### src/rtl/clkstat_pkg.sv
package clkstat_pkg;

  localparam int NUM_SRC  = 2;
  localparam int SRC_PLL  = 0;
  localparam int SRC_XTAL = 1;

  typedef enum logic {EDGE_RISE = 1'b0, EDGE_FALL = 1'b1} edge_kind_e;

  typedef struct packed {
    logic live;
    logic rise;
    logic fall;
  } src_stat_t;

  // Bit position of the live level of a source; event bits follow it.
  function automatic int live_bit(input int src);
    return (src == SRC_PLL) ? 0 : 12;
  endfunction

  function automatic int rise_bit(input int src);
    return live_bit(src) + 1;
  endfunction

  function automatic int fall_bit(input int src);
    return live_bit(src) + 2;
  endfunction

  // Level assumed for a source while in reset.
  function automatic logic reset_level(input int src);
    return (src == SRC_PLL) ? 1'b1 : 1'b0;
  endfunction

endpackage

### src/rtl/clkstat_sync.sv
module clkstat_sync #(
  parameter int   STAGES  = 2,
  parameter logic RST_VAL = 1'b0
) (
  input  logic clk,
  input  logic rst,
  input  logic d,
  output logic q
);
  logic [STAGES-1:0] chain;

  always_ff @(posedge clk) begin
    if (rst) chain <= {STAGES{RST_VAL}};
    else     chain <= {chain[STAGES-2:0], d};
  end

  assign q = chain[STAGES-1];
endmodule

### src/rtl/clkstat_flag.sv
module clkstat_flag
  import clkstat_pkg::*;
#(
  parameter edge_kind_e KIND    = EDGE_RISE,
  parameter logic       RST_VAL = 1'b0
) (
  input  logic clk,
  input  logic rst,
  input  logic level,
  input  logic prev,
  input  logic clr,
  output logic flag
);
  logic edge_hit;
  logic flag_q;

  generate
    if (KIND == EDGE_RISE) begin : g_rise
      assign edge_hit = level & ~prev;
    end else begin : g_fall
      assign edge_hit = ~level & prev;
    end
  endgenerate

  always_ff @(posedge clk) begin
    if (rst)           flag_q <= RST_VAL;
    else if (edge_hit) flag_q <= 1'b1;
    else if (clr)      flag_q <= 1'b0;
  end

  assign flag = flag_q;

  // an edge leaves the flag set
  a_r4_set_on_edge: assert property (@(posedge clk) disable iff (rst)
    edge_hit |=> flag_q);

  // set wins over a simultaneous clear
  a_r8_set_beats_clear: assert property (@(posedge clk) disable iff (rst)
    (edge_hit && clr) |=> flag_q);

  // clear without an edge empties the flag
  a_r6_clear: assert property (@(posedge clk) disable iff (rst)
    (clr && !edge_hit) |=> !flag_q);

  // a clear flag stays clear without a new edge
  a_r7_stay_clear: assert property (@(posedge clk) disable iff (rst)
    (!flag_q && !edge_hit) |=> !flag_q);
endmodule

### src/rtl/clkstat_src.sv
module clkstat_src
  import clkstat_pkg::*;
#(
  parameter int   SYNC_STAGES = 2,
  parameter logic RST_LEVEL   = 1'b0
) (
  input  logic      clk,
  input  logic      rst,
  input  logic      async_in,
  input  logic      clr_rise,
  input  logic      clr_fall,
  output src_stat_t stat
);
  logic level;
  logic prev_q;
  logic [1:0] clr_vec;
  logic [1:0] flag_vec;

  clkstat_sync #(.STAGES(SYNC_STAGES), .RST_VAL(RST_LEVEL)) u_sync (
    .clk(clk), .rst(rst), .d(async_in), .q(level)
  );

  // History starts at the reset level so no edge is seen on leaving reset.
  always_ff @(posedge clk) begin
    if (rst) prev_q <= RST_LEVEL;
    else     prev_q <= level;
  end

  assign clr_vec = {clr_fall, clr_rise};

  generate
    for (genvar k = 0; k < 2; k++) begin : g_flag
      localparam edge_kind_e KIND = (k == 0) ? EDGE_RISE : EDGE_FALL;
      localparam logic       RVAL = (k == 0) ? RST_LEVEL : 1'b0;
      clkstat_flag #(.KIND(KIND), .RST_VAL(RVAL)) u_flag (
        .clk(clk), .rst(rst), .level(level), .prev(prev_q),
        .clr(clr_vec[k]), .flag(flag_vec[k])
      );
    end
  endgenerate

  assign stat.live = level;
  assign stat.rise = flag_vec[0];
  assign stat.fall = flag_vec[1];

  // first cycle after reset sees no edge
  a_r1_no_spurious: assert property (@(posedge clk) disable iff (rst)
    $past(rst) |-> (level == prev_q));
endmodule

### src/rtl/clkstat_reg.sv
module clkstat_reg
  import clkstat_pkg::*;
#(
  parameter int                ADDR_W      = 8,
  parameter int                DATA_W      = 16,
  parameter logic [ADDR_W-1:0] REG_ADDR    = 8'h18,
  parameter int                SYNC_STAGES = 2
) (
  input  logic              clk,
  input  logic              rst,
  input  logic [ADDR_W-1:0] addr,
  input  logic              wr_en,
  input  logic [DATA_W-1:0] wdata,
  output logic [DATA_W-1:0] rdata,
  input  logic              pll_lock_in,
  input  logic              xtal_ok_in,
  input  logic [3:0]        irq_en,
  output logic              irq
);
  localparam int NUM_EVT = 2 * NUM_SRC;

  logic                hit;
  logic                wr_hit;
  logic [NUM_SRC-1:0]  async_vec;
  src_stat_t           stat [NUM_SRC];
  logic [NUM_EVT-1:0]  events;
  logic [DATA_W-1:0]   word;
  logic [DATA_W-1:0]   rdata_q;
  logic                irq_q;

  assign hit       = (addr == REG_ADDR);
  assign wr_hit    = hit & wr_en;
  assign async_vec = {xtal_ok_in, pll_lock_in};

  generate
    for (genvar s = 0; s < NUM_SRC; s++) begin : g_src
      clkstat_src #(
        .SYNC_STAGES(SYNC_STAGES),
        .RST_LEVEL  (reset_level(s))
      ) u_src (
        .clk     (clk),
        .rst     (rst),
        .async_in(async_vec[s]),
        .clr_rise(wr_hit & wdata[rise_bit(s)]),
        .clr_fall(wr_hit & wdata[fall_bit(s)]),
        .stat    (stat[s])
      );
      assign events[2*s]   = stat[s].rise;
      assign events[2*s+1] = stat[s].fall;
    end
  endgenerate

  always_comb begin
    word = '0;
    for (int s = 0; s < NUM_SRC; s++) begin
      word[live_bit(s)] = stat[s].live;
      word[rise_bit(s)] = stat[s].rise;
      word[fall_bit(s)] = stat[s].fall;
    end
  end

  always_ff @(posedge clk) begin
    if (rst) begin
      rdata_q <= '0;
      irq_q   <= 1'b0;
    end else begin
      rdata_q <= hit ? word : '0;
      irq_q   <= |(events & irq_en);
    end
  end

  assign rdata = rdata_q;
  assign irq   = irq_q;

  // an enabled flag raises irq on the next clock
  a_r9_irq_on: assert property (@(posedge clk) disable iff (rst)
    (|(events & irq_en)) |=> irq);

  // no enabled flag means irq low on the next clock
  a_r9_irq_off: assert property (@(posedge clk) disable iff (rst)
    !(|(events & irq_en)) |=> !irq);
endmodule

### config.mk
export PLATFORM = sky130hd
export DESIGN_NAME = clkstat_reg
export DESIGN_NICKNAME = d
export VERILOG_FILES = /design/src/rtl/clkstat_pkg.sv /design/src/rtl/clkstat_sync.sv /design/src/rtl/clkstat_flag.sv /design/src/rtl/clkstat_src.sv /design/src/rtl/clkstat_reg.sv
export SDC_FILE = /design/constraint.sdc
export NUM_CORES = 1
export LEC_CHECK = 0
export BUFFER_PORTS_ARGS = -buffer_cell sky130_fd_sc_hd__buf_2
export CAP_MARGIN = 20
export CORE_MARGIN = 4
export CORE_UTILIZATION = 40
export CTS_BUF_LIST = sky130_fd_sc_hd__clkbuf_4
export CTS_CLUSTER_DIAMETER = 50
export DETAILED_ROUTE_END_ITERATION = 16
export HOLD_SLACK_MARGIN = 0.06
export PLACE_DENSITY = 0.8
export SYNTH_ARGS = -nofsm -noshare
export SYNTH_HDL_FRONTEND = slang
export SYNTH_SLANG_ARGS = --single-unit
### constraint.sdc
create_clock -name clk -period 1.56 [get_ports clk]
set_input_delay 0.234 -clock clk [delete_from_list [all_inputs] [get_ports clk]]
set_output_delay 0.234 -clock clk [all_outputs]
set_load 0.05 [all_outputs]
# Word-level counts from Yosys, hierarchy flattened

Cells that the tools add are included.
W data, S select, Z words.

Register bits: 27
Logic and storage cells: 39

Equality and inequality tests: 1
Muxes and demuxes: 6
Reductions and logical operators: 6
Bitwise logic cells: 15

Operators by type and width:

| kind                 | count |
|---|---|
| $and A1 B1 Y1        | 9 |
| $eq A8 B5 Y1 const B | 1 |
| $mux W1              | 6 |
| $reduce_bool A2 Y1   | 3 |
| $not A1 Y1           | 5 |
| $and A4 B4 Y4        | 1 |
| $reduce_or A2 Y1     | 2 |
| $reduce_or A4 Y1     | 1 |

# Logic depth before layout (Yosys ltp)

Word-level depth: 5
Depth in mapped cells: 3

# Cells and area by module

Synthesis repeated with hierarchy kept, for this count alone.

Cell total of the unflattened synthesis: 72
Area total of the unflattened synthesis: 749.5 µm²

By module, submodules not included:

| module                                              | cells an instance | sequential area each (µm²) | area an instance (µm²) | times used |
|---|---|---|---|---|
| clkstat_reg                                         | 42                | 140.1                      | 407.9                  | 1 |
| clkstat_flag at g_src[0].u_src.g_flag[1].u_flag ... | 4                 | 20.0                       | 41.3                   | 3 |
| clkstat_sync                                        | 4                 | 40.0                       | 52.6                   | 2 |
| clkstat_src at g_src[1].u_src                       | 3                 | 20.0                       | 41.3                   | 1 |
| clkstat_flag at g_src[0].u_src.g_flag[0].u_flag     | 4                 | 20.0                       | 37.5                   | 1 |
| clkstat_src at g_src[0].u_src                       | 3                 | 20.0                       | 33.8                   | 1 |

# Least setup slack after synthesis

No wires, ideal clock.

Kind: input port to flip-flop
Start point: in addr[7]
End point: reg g_src[0].u_src.g_flag[0].u_flag.flag_q
Arrival: 1.137 ns
Path buffers: 0
Data required time: 1.430 ns
Setup slack: 0.293 ns
Library setup time: 0.130 ns
Cell stages on the path: 3
Path through: or4b_4 > o31ai_2 > o211ai_1

Cells in the longest elaborated chain, start to end: 3

RTL lines:

| element                | RTL line           | RTL |
|---|---|---|
| start: declaration     | clkstat_reg.sv:11  | `input logic [ADDR_W-1:0] addr,` |
| $eq A8 B5 Y1           | clkstat_reg.sv:31  | `assign hit = (addr == REG_ADDR);` |
| $and A1 B1 Y1          | clkstat_reg.sv:32  | `assign wr_hit = hit & wr_en;` |
| $and A1 B1 Y1          | clkstat_reg.sv:44  | `.clr_rise(wr_hit & wdata[rise_bit(s)]),` |
| end signal: assignment | clkstat_flag.sv:26 | `if (rst) flag_q <= RST_VAL;` |
| end signal: assignment | clkstat_flag.sv:27 | `else if (edge_hit) flag_q <= 1'b1;` |
| end signal: assignment | clkstat_flag.sv:28 | `else if (clr) flag_q <= 1'b0;` |
| end: declaration       | clkstat_flag.sv:15 | `logic flag_q;` |

No other way between the ends.
A chain may end at the register's enable or synchronous reset.

# Worst setup path after layout

Start point: in addr[7]
End point: reg g_src[1].u_src.g_flag[0].u_flag.flag_q

Cells in the longest elaborated chain, start to end: 4

RTL lines:

| element                      | RTL line |
|---|---|
| $eq A8 B5 Y1                 | clkstat_reg.sv:31 |
| $and A1 B1 Y1                | clkstat_reg.sv:32 |
| $and A1 B1 Y1                | clkstat_reg.sv:44 |
| $reduce_bool A2 Y1 (no line) | -- |
| end signal: assignment       | clkstat_flag.sv:26 |
| end signal: assignment       | clkstat_flag.sv:27 |
| end signal: assignment       | clkstat_flag.sv:28 |
| end: declaration             | clkstat_flag.sv:15 |

No other way between the ends.

==> reports/metrics.cfg <==
[floorplanning]
die_area_um2 = 2351
die_w_um = 48.49
start_util_pct = 43.02
core_area_um2 = 1524
die_y_um = 48.49
ioPinCount = 50
rows = 14

[cts]
cts_tree = built
hold_buffers = 0
clk_latency_ns = 0.29
cts_buffer_depth = 2
post_cts_resized = 0
numCtsBuffers = 3
post_cts_buffers = 0
clock_sinks = 17
clkTransAtPathRegs_ns = 0.09
htree_levels = 1
cts-root-buf = clkbuf_4

[yosys]
syn_area_um2 = 655.6
synth.largest_area_cell = dfxtp_1
ys_warn_count = 0
avgSynthCellArea_um2 = 10.24
yosys.area.top_type_share_pct = 51.91
ys_types = 19
synth_cells = 64
yosysSeqAreaShare_pct = 51.91
synth_area_leaders = dfxtp_1 (52%), buf_4 (11%), or4b_4 (4.2%), a311oi_1 (4.0%), and2_1 (3.8%)
synth-seq-cells = 17

[hold_path]
min_path_type = input pin to flop
hp-start = wdata[13]
min_path_cells = 2
holdPathEnd = g_src[1].u_src.g_flag[0].u_flag.flag

[layout]
nNetsFinal = 127
antenna_cells = 0
area_growth_pct = 20.99
fin_area_um2 = 793.3
layout-drive-gt1-share_pct = 40.86
layout_common_cells = buf_2 (27), dfxtp_1 (17), conb_1 (10)
layout_commonest_cell = buf_2
final_cells = 109
fin_util_pct = 52.05

[global_routing]
grt_max_degree = 14
grt_usage_pct = 10.04
antenna_found_initial = 0
grt_pass1_wl_um = 1828
overflow = 0
grt_pass1_vias = 454

[placed_design]
placed_cells_incl_taps = 105
dp_hpwl_um = 945.5
gp_congestion = 0.6890
placed_cell_area_um2 = 765.7
port_buffers = 27

[sta]
finalSetupViolations = 0
fmax_ghz = 0.8979
slew_violations = 0
post-route-period-util_pct = 71.39
finClkSkew_ns = 0.008303
final_hold_viol_count = 0
setup_tns_ns = 0
min_period_ns = 1.114
rsz0062_at_grt = false

[critical_path]
crit_path_start_kind = input pin
cp_max_fo = 5
rr_worst_depth = 3
path_class = input pin to flop
worstPathRequired_ns = 1.73
endpoint_kind = flop
rrSetupSlack_ns = 0.66
reg2reg_from = g_src[1].u_src.prev_q
r2r-end = g_src[1].u_src.g_flag[0].u_flag.flag
worstPathArrival_ns = 1.29

[routing]
wl_per_cell_um = 10.49
drt_iter0_markers = 1
drt-vias-per-instance = 4.560
drc = 0
wl_um = 1143
firstDrtPassIters = 2
ant_nets = 0
vias = 497

[pwr]
powerDensity_nw_per_um2 = 993.5
comb_power_share_pct = 14.7
p_clk_share_pct = 28.2
seqPwrFrac_pct = 57.2
switching_power_mw = 0.2156
p_int_mw = 0.5725
ir_drop_v = 0.0006328
fin_total_pwr_mw = 0.7881
p_leak_nw = 0.3781
switching_share_pct = 27.36

[job]
drv_cap = 0

[outcome]
status = finished clean

-- layer usage --
metal  track usage [%]  part of all wire (%)
met3             7.669                    16
met5                 0                     0
met2             15.43                    45
met4             2.691                  0.87
met1             10.71                    38
-- worst max-delay path, stage by stage --
cell and delay [ns]:
buf_2 0.10, or4b_4 0.58, nor3_2 0.25, a311oi_1 0.12
-- cell usage after synthesis --
cell type / n
dfxtp_1: 17
buf_4: 10
and2_1: 4
inv_1: 4
nand2_1: 4
a21oi_1: 3
a311oi_1: 3
nor2b_1: 3
a22oi_1: 2
nor3_2: 2
nor4_1: 2
or2_2: 2
or4b_4: 2
clkbuf_1: 1
conb_1: 1
nand2b_1: 1
nor2_1: 1
o211ai_1: 1
o31ai_2: 1
-- area by class of cell --
| class | count | area [um^2] |
|---|---|---|
| repair buffers | 27 | 135.1 |
| clock buffers | 3 | 22.52 |
| fillers | 161 | 730.7 |
| multi-input cells | 41 | 255.2 |
| flip-flops and latches | 17 | 340.3 |
| clock inverters | 1 | 5.005 |
| inverters | 4 | 15.01 |
| well taps | 16 | 20.02 |
-- power groups by stage --
stage	clock network [mW]	logic (mW)	registers, mW
finish	0.222	0.115	0.451
global route	0.256	0.124	0.453
CTS	0.235	0.116	0.451
detailed placement	0	0.116	0.461
global placement	0	0.113	0.460
floorplan	0	0.0967	0.467
-- per-stage QoR --
stage / hold WS [ns] / worst slack (ns)
floorplan: 0.3056 / 0.2932
global placement: 0.3949 / 0.1383
detailed placement: 0.4045 / 0.1170
CTS: 0.1225 / 0.4352
global route: 0.1155 / 0.4122
finish: 0.1272 / 0.4463
-- cell families (layout without fill, tap and decap cells) --
| kind of cell | count (synthesis) | in the layout | share of synthesized area (%) |
|---|---|---|---|
| simple gates | 21 | 21 | 21.56 |
| compound gates | 10 | 10 | 11.64 |
| flops | 17 | 17 | 51.91 |
| buf+inv | 15 | 35 | 14.31 |
| other cells | 1 | 10 | 0.5720 |
-- worst max path at each step --
stage | endpoint | slack (ns) | startpoint | cells past startpoint
final | g_src[1].u_src.g_flag[0].u_flag.flag | 0.45 | addr[7] | 4
after CTS | g_src[1].u_src.g_flag[0].u_flag.flag | 0.44 | addr[7] | 4
after global placement | g_src[1].u_src.g_flag[0].u_flag.flag | 0.14 | addr[7] | 4
after floorplan | g_src[0].u_src.g_flag[0].u_flag.flag | 0.29 | addr[7] | 3
after detailed placement | g_src[1].u_src.g_flag[0].u_flag.flag | 0.12 | addr[7] | 4
after global routing | rdata[14] | 0.41 | addr[7] | 4
-- flip-flops by register name, summed over array words and instances (netlist names) --
| signal | flops |
|---|---|
| irq | 1 |
| rdata | 6 |
| g_src.u_src.u_sync.chain | 4 |
| g_src.u_src.prev_q | 2 |
| g_src.u_src.g_flag.u_flag.flag | 4 |
(Power assumes the default switching activity.)
